$ cat src/rtl/sar_pkg.sv
package sar_pkg;

    typedef enum logic [2:0] {
        PH_IDLE,
        PH_SAMPLE,
        PH_DECIDE,
        PH_SPARE,
        PH_XFER
    } phase_e;

    // Maps a frame slot to its phase for a given frame layout.
    function automatic phase_e slot_phase(
        input logic busy,
        input int   slot,
        input int   n_sample,
        input int   n_bits,
        input int   n_frame
    );
        if (!busy)                       return PH_IDLE;
        if (slot < n_sample)             return PH_SAMPLE;
        if (slot < n_sample + n_bits)    return PH_DECIDE;
        if (slot == n_frame - 1)         return PH_XFER;
        return PH_SPARE;
    endfunction

endpackage

$ cat src/rtl/sar_frame_ctr.sv
module sar_frame_ctr
    import sar_pkg::*;
#(
    parameter int SAMPLE_CYC = 2,
    parameter int RES_W      = 12,
    parameter int FRAME_CYC  = 16,
    localparam int SLOT_W    = $clog2(FRAME_CYC)
) (
    input  logic              clk,
    input  logic              rst,
    input  logic              enable,
    input  logic              start,
    input  logic              single_ended,
    output logic [SLOT_W-1:0] slot,
    output logic              se_q,
    output phase_e            phase
);

    localparam logic [SLOT_W-1:0] LAST_SLOT = SLOT_W'(FRAME_CYC - 1);

    logic busy;

    always_ff @(posedge clk) begin
        if (rst || !enable) begin
            busy <= 1'b0;
            slot <= '0;
            se_q <= 1'b0;
        end else if (!busy) begin
            if (start) begin
                busy <= 1'b1;
                slot <= '0;
                se_q <= single_ended;
            end
        end else if (slot == LAST_SLOT) begin
            slot <= '0;
            if (start) begin
                se_q <= single_ended;
            end else begin
                busy <= 1'b0;
            end
        end else begin
            slot <= slot + 1'b1;
        end
    end

    always_comb begin
        phase = slot_phase(busy, int'(slot), SAMPLE_CYC, RES_W, FRAME_CYC);
    end

endmodule

$ cat src/rtl/sar_search_reg.sv
module sar_search_reg
    import sar_pkg::*;
#(
    parameter int RES_W      = 12,
    parameter int SAMPLE_CYC = 2,
    parameter int SLOT_W     = 4
) (
    input  logic              clk,
    input  logic              rst,
    input  logic              enable,
    input  phase_e            phase,
    input  logic [SLOT_W-1:0] slot,
    input  logic              se_q,
    input  logic              cmp_hi,
    output logic [RES_W-1:0]  code,
    output logic              fire
);

    localparam logic [RES_W-1:0] SEED_DIFF = RES_W'(1) << (RES_W - 1);
    localparam logic [RES_W-1:0] SEED_SE   = RES_W'(1) << (RES_W - 2);

    int               cur_idx;
    logic             load;
    logic [RES_W-1:0] seed;
    logic [RES_W-1:0] nxt;

    always_comb begin
        cur_idx = RES_W - 1 - (int'(slot) - SAMPLE_CYC);
        load    = (phase == PH_SAMPLE) && (slot == SLOT_W'(SAMPLE_CYC - 1));
        seed    = se_q ? SEED_SE : SEED_DIFF;
        // top decision slot is skipped in single-ended mode
        fire    = (phase == PH_DECIDE) && !(se_q && cur_idx == RES_W - 1);
    end

    for (genvar i = 0; i < RES_W; i++) begin : g_bit
        always_comb begin
            nxt[i] = code[i];
            if (load) begin
                nxt[i] = seed[i];
            end else if (fire) begin
                if (cur_idx == i) begin
                    nxt[i] = cmp_hi;
                end else if (cur_idx == i + 1) begin
                    nxt[i] = 1'b1;
                end
            end
        end
    end

    always_ff @(posedge clk) begin
        if (rst || !enable || phase == PH_IDLE) begin
            code <= '0;
        end else begin
            code <= nxt;
        end
    end

endmodule

$ cat src/rtl/sar_result_reg.sv
module sar_result_reg #(
    parameter int RES_W = 12
) (
    input  logic             clk,
    input  logic             rst,
    input  logic             enable,
    input  logic             xfer,
    input  logic [RES_W-1:0] code,
    output logic [RES_W-1:0] result,
    output logic             done
);

    always_ff @(posedge clk) begin
        if (rst) begin
            result <= '0;
            done   <= 1'b0;
        end else begin
            done <= 1'b0;
            if (enable && xfer) begin
                result <= code;
                done   <= 1'b1;
            end
        end
    end

endmodule

$ cat src/rtl/sar_seq.sv
module sar_seq
    import sar_pkg::*;
#(
    parameter int RES_W      = 12,
    parameter int SAMPLE_CYC = 2,
    parameter int FRAME_CYC  = 16,
    localparam int SLOT_W    = $clog2(FRAME_CYC)
) (
    input  logic             clk,
    input  logic             rst,
    input  logic             enable,
    input  logic             start,
    input  logic             single_ended,
    input  logic             cmp_hi,
    output logic             sample_on,
    output logic             cmp_fire,
    output logic [RES_W-1:0] dac_code,
    output logic             done,
    output logic [RES_W-1:0] result
);

    phase_e            phase;
    logic [SLOT_W-1:0] slot;
    logic              se_q;

    sar_frame_ctr #(
        .SAMPLE_CYC (SAMPLE_CYC),
        .RES_W      (RES_W),
        .FRAME_CYC  (FRAME_CYC)
    ) u_frame (
        .clk          (clk),
        .rst          (rst),
        .enable       (enable),
        .start        (start),
        .single_ended (single_ended),
        .slot         (slot),
        .se_q         (se_q),
        .phase        (phase)
    );

    sar_search_reg #(
        .RES_W      (RES_W),
        .SAMPLE_CYC (SAMPLE_CYC),
        .SLOT_W     (SLOT_W)
    ) u_search (
        .clk    (clk),
        .rst    (rst),
        .enable (enable),
        .phase  (phase),
        .slot   (slot),
        .se_q   (se_q),
        .cmp_hi (cmp_hi),
        .code   (dac_code),
        .fire   (cmp_fire)
    );

    sar_result_reg #(
        .RES_W (RES_W)
    ) u_result (
        .clk    (clk),
        .rst    (rst),
        .enable (enable),
        .xfer   (phase == PH_XFER),
        .code   (dac_code),
        .result (result),
        .done   (done)
    );

    assign sample_on = (phase == PH_SAMPLE);

endmodule

$ cat config.mk
export PLATFORM = sky130hd
export DESIGN_NAME = sar_seq
export DESIGN_NICKNAME = d
export VERILOG_FILES = /design/src/rtl/sar_pkg.sv /design/src/rtl/sar_frame_ctr.sv /design/src/rtl/sar_search_reg.sv /design/src/rtl/sar_result_reg.sv /design/src/rtl/sar_seq.sv
export SDC_FILE = /design/constraint.sdc
export NUM_CORES = 1
export LEC_CHECK = 0
export BUFFER_PORTS_ARGS = -buffer_cell sky130_fd_sc_hd__buf_2
export CAP_MARGIN = 20
export CORE_UTILIZATION = 47
export CTS_CLUSTER_DIAMETER = 30
export CTS_CLUSTER_SIZE = 16
export DETAILED_ROUTE_END_ITERATION = 8
export GPL_TIMING_DRIVEN = 0
export PLACE_DENSITY = 0.77
export SLEW_MARGIN = 10
export SYNTH_ARGS = -nofsm -noshare
export SYNTH_HDL_FRONTEND = slang
export SYNTH_SLANG_ARGS = --single-unit
$ cat constraint.sdc
create_clock -name clk -period 3.4 [get_ports clk]
set_input_delay 0.17 -clock clk [delete_from_list [all_inputs] [get_ports clk]]
set_output_delay 0.17 -clock clk [all_outputs]
set_load 0.03 [all_outputs]
* Word-level counts from Yosys, hierarchy flattened
Cells that the tools add are included.
** Operators by class
- $add $sub $neg :: 3
- $mul :: 0
- Div/mod/pow operators :: 0
- $lt $le $gt $ge :: 2
- Eq/ne operators :: 19
- Shift-type cells :: 0
- Muxes and demuxes :: 76
- Bitwise gates (word level) :: 0
- Reduce and logical (&&, ||, !) cells :: 36
** Operators by type and width (number)
- 32-bit by 5-bit == test with 1-bit output, second input constant :: 5
- 32-bit by 4-bit == test with 1-bit output, second input constant :: 4
- 32-bit by 3-bit == test with 1-bit output, second input constant :: 2
- 1-bit 2-to-1 mux :: 64
- 3-bit nonzero test :: 12
- 32-bit by 2-bit == test with 1-bit output, second input constant :: 1
- 32-bit zero test :: 1
- 5-bit by 32-bit subtractor with 32-bit output, first input constant :: 1
- 3-bit 2-to-1 mux :: 8
- 2-bit AND reduction :: 12
- 12-bit 2-to-1 mux :: 1
- 4-bit 2-to-1 mux :: 3
- 4-bit by 1-bit == test with 1-bit output, second input constant :: 2
- 4-bit by 2-bit subtractor with 5-bit output, second input constant :: 1
- 4-bit by 1-bit adder with 4-bit output, second input constant :: 1
- 4-bit == test, second input constant :: 1
- 1-bit logical AND :: 4
- 4-bit by 2-bit less-than comparator with 1-bit output, second input constant :: 1
- 4-bit less-than comparator, second input constant :: 1
- 2-bit nonzero test :: 2
- 3-bit by 1-bit == test with 1-bit output, second input constant :: 1
- 3-bit by 2-bit == test with 1-bit output, second input constant :: 1
- 3-bit == test, second input constant :: 1
- 3-bit zero test :: 1
- 3 further kinds :: 5
** Word-level totals
- Bits in registers :: 31
- Bits in latches :: 0
- RAM bits :: 0
- Bits in read-only memories :: 0
- Input bits :: 6
- Logic and storage cells :: 153
- Memories :: 0

* Depth between registers and ports, before layout
Gate-level depths: netlist (run 1).
- Depth after elaboration :: 16
- Mapped depth :: 11
- Depth with buffers taken out :: 10

* Modules after synthesis
Synthesis (run 1) repeated with hierarchy kept, for this count alone.
** Second synthesis, totals
- Cells, all modules :: 197
- Area total of the unflattened synthesis :: 1801.7 um^2
** Modules (own cells, without submodules)
- sar_search_reg :: times used 1, cells each 95, area an instance 865.8 um^2, seq. area each 240.2 um^2
- sar_result_reg :: times used 1, cells each 58, area an instance 590.6 um^2, seq. area each 260.2 um^2
- sar_frame_ctr :: times used 1, cells each 42, area an instance 330.3 um^2, seq. area each 120.1 um^2
- sar_seq :: times used 1, cells each 2, area an instance 15.0 um^2, seq. area each 0.0 um^2

* Least setup slack after synthesis (run 1)
Ideal clock, no wire load.
- Path kind :: reg-to-reg
- Start point :: reg u_frame.slot[1]
- End point :: reg u_search.code[11]
- Setup time :: 0.123 ns
- Arrival time :: 2.744 ns
- Required time :: 3.277 ns
- Setup slack :: 0.533 ns
- Cell stages (with the launch flop) :: 12
- Path buffers :: 1
- Cells stage by stage :: dfxtp_1 > inv_1 > ha_1 > ha_1 > o21ai_0 > ha_1 > and3b_1 > buf_6 > nor2b_4 > a21oi_1 > nor4b_4 > nor3_1
** Between the ends
- Cells in the longest elaborated chain, start to end :: 13
** Ends and longest elaborated chain
- start: declaration :: RTL line sar_frame_ctr.sv:14 : output logic [SLOT_W-1:0] slot,
- start signal: assignment :: RTL line sar_frame_ctr.sv:42 : slot <= slot + 1'b1;
- branches (longest 10 deep; another with 5-bit by 32-bit subtractor with 32-bit output)
- 1-bit logical AND (*) :: RTL line sar_search_reg.sv:32 : fire = (phase == PH_DECIDE) && !(se_q && cur_idx == RES_W - 1);
- via cmp_fire :: RTL line sar_seq.sv:16 : output logic cmp_fire,
- 2-bit nonzero test (no line) (*)
- 2-bit AND reduction (no line) (*)
- end signal: assignment :: RTL line sar_search_reg.sv:54 : code <= nxt;
- end: declaration :: RTL line sar_search_reg.sv:15 : output logic [RES_W-1:0] code,
Mark *: on every way through the listed nets, which the timed path passes. The select of a mux whose other input is x is not followed.
A chain may end at the register's enable or synchronous reset.

* Worst setup path in the final report (run 1)
- Start point :: reg u_frame.slot[1]
- End point :: out cmp_fire
** Between the ends
- Cells in the longest elaborated chain, start to end :: 11
** Ends and longest elaborated chain (RTL line)
- branches (longest 10 deep; another with 5-bit by 32-bit subtractor with 32-bit output)
- 1-bit logical AND (*) :: sar_search_reg.sv:32
- end: declaration :: sar_seq.sv:16
Mark *: on every way between the ends. The select of a mux whose other input is x is not followed.

==> results.md, run 1 <==
- Final setup violation count: 0
- Die H: about 62 um
- Antenna diodes: 0
- WL per Instance: 12.54 um
- Max transition margin: 0.7050
- Ys Warns: 0
- Grt ovf: 0
- Clock root cell: clkbuf_4
- Worst min-delay path class: input port to register
- Clk buf depth: 2
- Synthesized cell area: between 1500 and 2000 um^2
- Flops & latches, synth: 31
- Layout cell share with drive strength beyond 1: 0.2813
- Syn Nets: a little under 200
- Layout Area Growth over Synthesis: 17.05%
- WP buf/inv: 3
- Crit-path cells: inv_1, ha_1, ha_1, o21ai_0, ha_1, and3b_1, buf_6, nor2b_4, a21oi_1, buf_2
- Reg power frac: 0.574
- Max H-tree Level: 2
- Clock skew: 3.447 ps
- Clk network pwr share: 0.383
- Buffers on Ports: 32
- Crit-path max cell delay: between 400 and 500 ps
- Core ar.: about 3400 um^2
- CP max FO: 7
- Overall Global Routing Usage: 0.1981
- Max Clock Freq: about 0.34 GHz
- CTS tree: built
- Post-Route WL: around 3400 um
- Worst-Margin Slew: ~440 ps
- DRT antenna net count: 0
- TNS Setup: 0 ps
- Cts repair resizes: 0
- Period minus WS final: between 2000 and 3000 ps
- Vias in the first global route: about 1300
- Multi-input gate area: ~960 um^2
- Sw Ratio: 0.2231
- Tcrit/Tclk final: 0.8723
- Cell mode on critical path: ha_1
- Area occupied by registers: 620.6 um^2
- Worst-skew pair later-pin latency: 340 ps
- Initial Utilization: 0.4958
- # DRC: 0
- Power Density: between 300 and 400 nW/um^2
- Chip Width: between 60 and 70 um
- Hold Vio Cnt, Final: 0
- Largest area contributor in the netlist: dfxtp_1
- Initial antenna violation count: 0
- Combinational Power Share: 0.043
- CTS Buf Count: 5
- Delay-heaviest family, CP: adder cells
- First-pass GRT wire length: approximately 5400 um
- Die area: between 3000 and 4000 um^2
- Post-CTS setup buffers: 0
- Worst Path Arrival: between 2000 and 3000 ps
- Synth cell types: between 40 and 50
- Setup WS post-layout: ~430 ps
- Critical Path RT: around 3200 ps
- Leakage power: slightly below 0.8 nW
- Final #Nets: about 240
- Cts hold-fix bufs: 0
- Vias: between 1000 and 1500
- Max VDD drop: roughly 0.00025 V
- Largest net degree at the start of global routing: 11
- Ys async rst share: 0
- # IOs: 33
- CP Capture Type: output port
- Clk pin slew, worst setup/hold paths: about 90 ps
- Initial DRT Pass Iterations: 4
- RSZ-0062 raised after global routing: false
- Max-slew violation count: 0
- Avg Synthesized Cell Area: between 9 and 10 um^2
- Post-DP HPWL: roughly 2500 um
- Top cells by area, synth: dfxtp_1, mux2i_1, nor2_1, ha_1, a21oi_1
- Net Switching: about 0.14 mW
- Outcome: completed
- Register area share after synthesis: 0.3693
- Number of max-cap violations: 0
- Filler Cell Count: 304
- Main synth FF type: dfxtp_1
- Synth top area share: 0.3693
- Fin Hold WS: between 60 and 70 ps
- Via/cell ratio: a little over 5
- Max stage delay cell, worst path: dfxtp_1
- DRT iter0 DRCs: 36
- Row Count: 21
- Post-Syn Instances: 184
- EDFF count, synth: 0
- Clock Sinks: 31
- Critical path type: register to output port
- Minimum setup slack after placement: between 700 and 800 ps
- Gpl congestion: between 0.8 and 0.9
- Startpoint Class: register
- Int Power: slightly below 0.5 mW
-- power by group through the flow --
stage               sequential, mW  combinational (mW)  clock [mW]
floorplan                    0.374              0.0177           0
global placement             0.374              0.0270           0
detailed placement           0.374              0.0270           0
CTS                          0.366              0.0272       0.252
global route                 0.366              0.0298       0.267
finish                       0.366              0.0272       0.244
-- tightest hold or removal path: cells and delay by family --
family	cells	cell delay [ps]
buf+inv	1	70
mux	1	50
simple gates	1	70
-- placed cells by master, fill, tap and decap left out, types with 2 or more instances in the layout --
cell type / count
a31oi_1: 7
nor3_1: 7
nand2_1: 9
inv_1: 7
ha_1: 9
or3_4: 2
buf_6: 4
dfxtp_1: 31
a211oi_1: 8
nor2_1: 31
and3b_2: 3
nor4_1: 2
buf_4: 2
nand3b_1: 2
mux2i_1: 13
nand3_1: 6
o21ai_0: 3
buf_2: 34
clkbuf_1: 2
clkbuf_8: 2
a21oi_1: 12
clkbuf_4: 5
-- metal layers --
layer / track usage / share of wire / wire [um]
met2: 0.3410 / 0.46 / 1551
met4: 0.07619 / 0.017 / 56
met5: 0 / 0 / 0
met1: 0.2295 / 0.49 / 1660
met3: 0.06211 / 0.034 / 116
-- worst paths after layout --
check | from | to | slack [ps] | depth (start not counted)
worst max-delay path | u_frame.slot[1]$_SDFFE_PP0P_ | cmp_fire | 430 | 10
worst min-delay path | single_ended | u_frame.se_q$_SDFFE_PP0P_ | 60 | 3
worst max register to register | u_frame.slot[1]$_SDFFE_PP0P_ | u_search.code[4]$_SDFFE_PP0P_ | 670 | 10
worst min register to register | u_result.result[7]$_SDFFE_PP0P_ | u_result.result[7]$_SDFFE_PP0P_ | 500 | 2
-- logic make-up (layout without fill, tap and decap cells) --
group,after synthesis,after routing,synth area share
muxes,14,14,0.08414
DFF,31,31,0.3693
and+or+nand+nor,77,77,0.2710
AOI/OAI and AO/OA,37,37,0.1489
buffers and inverters,16,56,0.05956
adders and majority gates,9,9,0.06702
-- layout make-up --
class / count / area share
timing repair buffer: 32 / 0.08142
clock buffer: 8 / 0.03499
sequential: 31 / 0.3155
inverter: 7 / 0.01336
tap: 46 / 0.02926
multi-input combinational: 137 / 0.4879
buffer: 9 / 0.03753
-- flip-flops by register name, indices dropped and copies added (netlist names) --
| register | cells |
|---|---|
| u_frame.busy | 1 |
| u_frame.slot | 4 |
| u_result.result | 12 |
| u_frame.se_q | 1 |
| u_result.done | 1 |
| u_search.code | 12 |
-- through the flow --
stage | power, mW | utilization | cell area, um^2 | cells
finish | 0.6376 | 0.5803 | 1967 | 270
global route | 0.6631 | 0.5803 | 1967 | 270
floorplan | 0.3916 | - | 1680 | 184
global placement | 0.4014 | 0.5600 | 1898 | 262
CTS | 0.6449 | 0.5803 | 1967 | 270
detailed placement | 0.4014 | 0.5600 | 1898 | 262
-- synthesized netlist by cell type (3+ instances only) --
cell type	n
a211oi_1	8
a21oi_1	12
a31oi_1	7
and3b_2	3
buf_6	4
dfxtp_1	31
ha_1	9
inv_1	7
mux2i_1	13
nand2_1	9
nand3_1	6
nor2_1	31
nor3_1	7
o21ai_0	3
(Power assumes the default switching activity.)
==> run 2: changes to the inputs <==
--- a/config.mk
+++ b/config.mk
@@ -7,12 +7,12 @@
 export LEC_CHECK = 0
 export BUFFER_PORTS_ARGS = -buffer_cell sky130_fd_sc_hd__buf_2
 export CAP_MARGIN = 20
-export CORE_UTILIZATION = 47
+export CORE_UTILIZATION = 36
 export CTS_CLUSTER_DIAMETER = 30
 export CTS_CLUSTER_SIZE = 16
 export DETAILED_ROUTE_END_ITERATION = 8
 export GPL_TIMING_DRIVEN = 0
-export PLACE_DENSITY = 0.77
+export PLACE_DENSITY = 0.63
 export SLEW_MARGIN = 10
 export SYNTH_ARGS = -nofsm -noshare
 export SYNTH_HDL_FRONTEND = slang
==> results.md, run 2 (same netlist as run 1, synthesis figures left out) <==
- Worst Path Arrival: around 2800 ps
- Regs by FF count: u_result.result x12, u_search.code x12, u_frame.slot x4
- Leakage power: approximately 0.81 nW
- GRT busiest layer: met2
- Outcome: completed
- Cells on Worst Hold Path: 3
- TNS Setup: 0 ps
- CP Capture Type: output port
- Worst-skew pair later-pin latency: about 280 ps
- Critical path type: register to output port
- Vias in the first global route: about 1400
- # IOs: 33
- Fin Hold WS: 121.8 ps
- DRT antenna net count: 0
- Cts repair resizes: 0
- Die area: between 4000 and 5000 um^2
- Row Count: 24
- Minimum setup slack after placement: between 700 and 800 ps
- Overall Global Routing Usage: 0.1564
- DRT iter0 DRCs: 54
- CP max FO: 7
- RSZ-0062 raised after global routing: false
- Cell mode on critical path: ha_1
- Antenna diodes: 0
- Final setup violation count: 0
- Power Density: about 380 nW/um^2
- Crit-path max cell delay: ~440 ps
- FF-to-FF setup slack: 660 ps
- Initial antenna violation count: 0
- Buffers on Ports: 32
- Clock skew: slightly above 4 ps
- Initial DRT Pass Iterations: 4
- Period minus WS final: between 2000 and 3000 ps
- Tcrit/Tclk final: 0.8669
- Max stage delay cell, worst path: dfxtp_1
- Number of max-cap violations: 0
- Design area: roughly 2000 um^2
- Layout cell share with drive strength beyond 1: 0.2857
- Met2 usage: 0.2593
- Max Clock Freq: ~0.34 GHz
- Post-DP HPWL: 2715 um
- WL per Instance: approximately 13 um
- Reg2Reg Depth: 10
- Die H: about 70 um
- Most common cell after layout, fill and taps aside: buf_2
- First-pass GRT wire length: 6251 um
- GR Layer Usage met1: 0.1941
- Max-slew violation count: 0
- Max VDD drop: about 0.00017 V
- Clk buf depth: 2
- Cts hold-fix bufs: 0
- # DRC: 0
- Chip Width: 70.32 um
- Vias: about 1400
- Multi-input gate area: around 960 um^2
- Setup WS post-layout: 452.5 ps
- Filler Cell Count: 439
- Max transition margin: 0.6770
- Area occupied by registers: 620.6 um^2
- Worst min-delay path class: input port to register
- Met3 GRT Util: 0.04185
- CTS Buf Count: 5
- Initial Utilization: 0.3807
- Post-CTS setup buffers: 0
- Core ar.: around 4400 um^2
- Crit-path cells: inv_1, ha_1, ha_1, o21ai_0, ha_1, and3b_1, buf_6, nor2b_4, a21oi_1, buf_2
- CTS tree: built
- Via/cell ratio: around 5.2
- Critical Path RT: roughly 3200 ps
- Final #Nets: around 240
- Clk pin slew, worst setup/hold paths: 60 ps
- Layout Area Growth over Synthesis: 20.40%
- Hold Vio Cnt, Final: 0
- Worst-Margin Slew: about 480 ps
- Gpl congestion: between 0.8 and 0.9
- Largest net degree at the start of global routing: 11
- Post-Route WL: 3610 um
- Total power: 0.7663 mW
- Startpoint Class: register
- Max H-tree Level: 2
- Clock Sinks: 31
- Most frequent cells in the layout: buf_2, nor2_1, dfxtp_1
- Grt ovf: 0
- Placed Instance Area: 1906 um^2
- Clock root cell: clkbuf_8
-- run 2: cell types whose count changed in the layout (fill, tap and decap cells not counted) --
cell,change
clkbuf_4,-5
clkbuf_8,+4
bufinv_16,+1
clkbuf_1,-1
clkinv_2,+1
-- run 2: path summary, 6_finish.rpt --
check,start,endpoint
hold reg to reg,u_result.result[2]$_SDFFE_PP0P_,u_result.result[2]$_SDFFE_PP0P_
setup reg to reg,u_frame.slot[1]$_SDFFE_PP0P_,u_search.code[5]$_SDFFE_PP0P_
setup / recovery,u_frame.slot[1]$_SDFFE_PP0P_,cmp_fire
hold / removal,single_ended,u_frame.se_q$_SDFFE_PP0P_
-- run 2: layout make-up --
| type | instances | area share |
|---|---|---|
| Buffer | 9 | 0.03649 |
| Clock buffer | 6 | 0.04082 |
| Clock inverter | 2 | 0.01732 |
| Inverter | 7 | 0.01299 |
| Multi-Input combinational cell | 137 | 0.4743 |
| Sequential cell | 31 | 0.3067 |
| Tap cell | 52 | 0.03216 |
| Timing Repair Buffer | 32 | 0.07916 |
-- run 2: power breakdown --
group,internal [mW],switching (mW)
registers,0.364,0.00192
logic,0.00987,0.0176
clock network,0.237,0.136
-- run 2: metal layers --
metal,routed length (um),up-vias,part of all wire
li1,-,738,-
met1,1776,657,0.49
met2,1639,30,0.45
met3,135,6,0.037
met4,59,0,0.016
met5,0,-,0
-- run 2: critical path, delay by kind of cell (launching register included) --
kind	cells	cell delay [ps]
adder cells (fa/ha/maj)	3	780
buffers and inverters	3	510
AO/OA/AOI/OAI	2	450
flip-flops	1	440
AND/OR/NAND/NOR	2	320
-- run 2: stage by stage --
step	instances	utilization
finish	276	0.4583
global route	276	0.4583
CTS	276	0.4583
detailed placement	268	0.4317
global placement	268	0.4317
floorplan	184	-
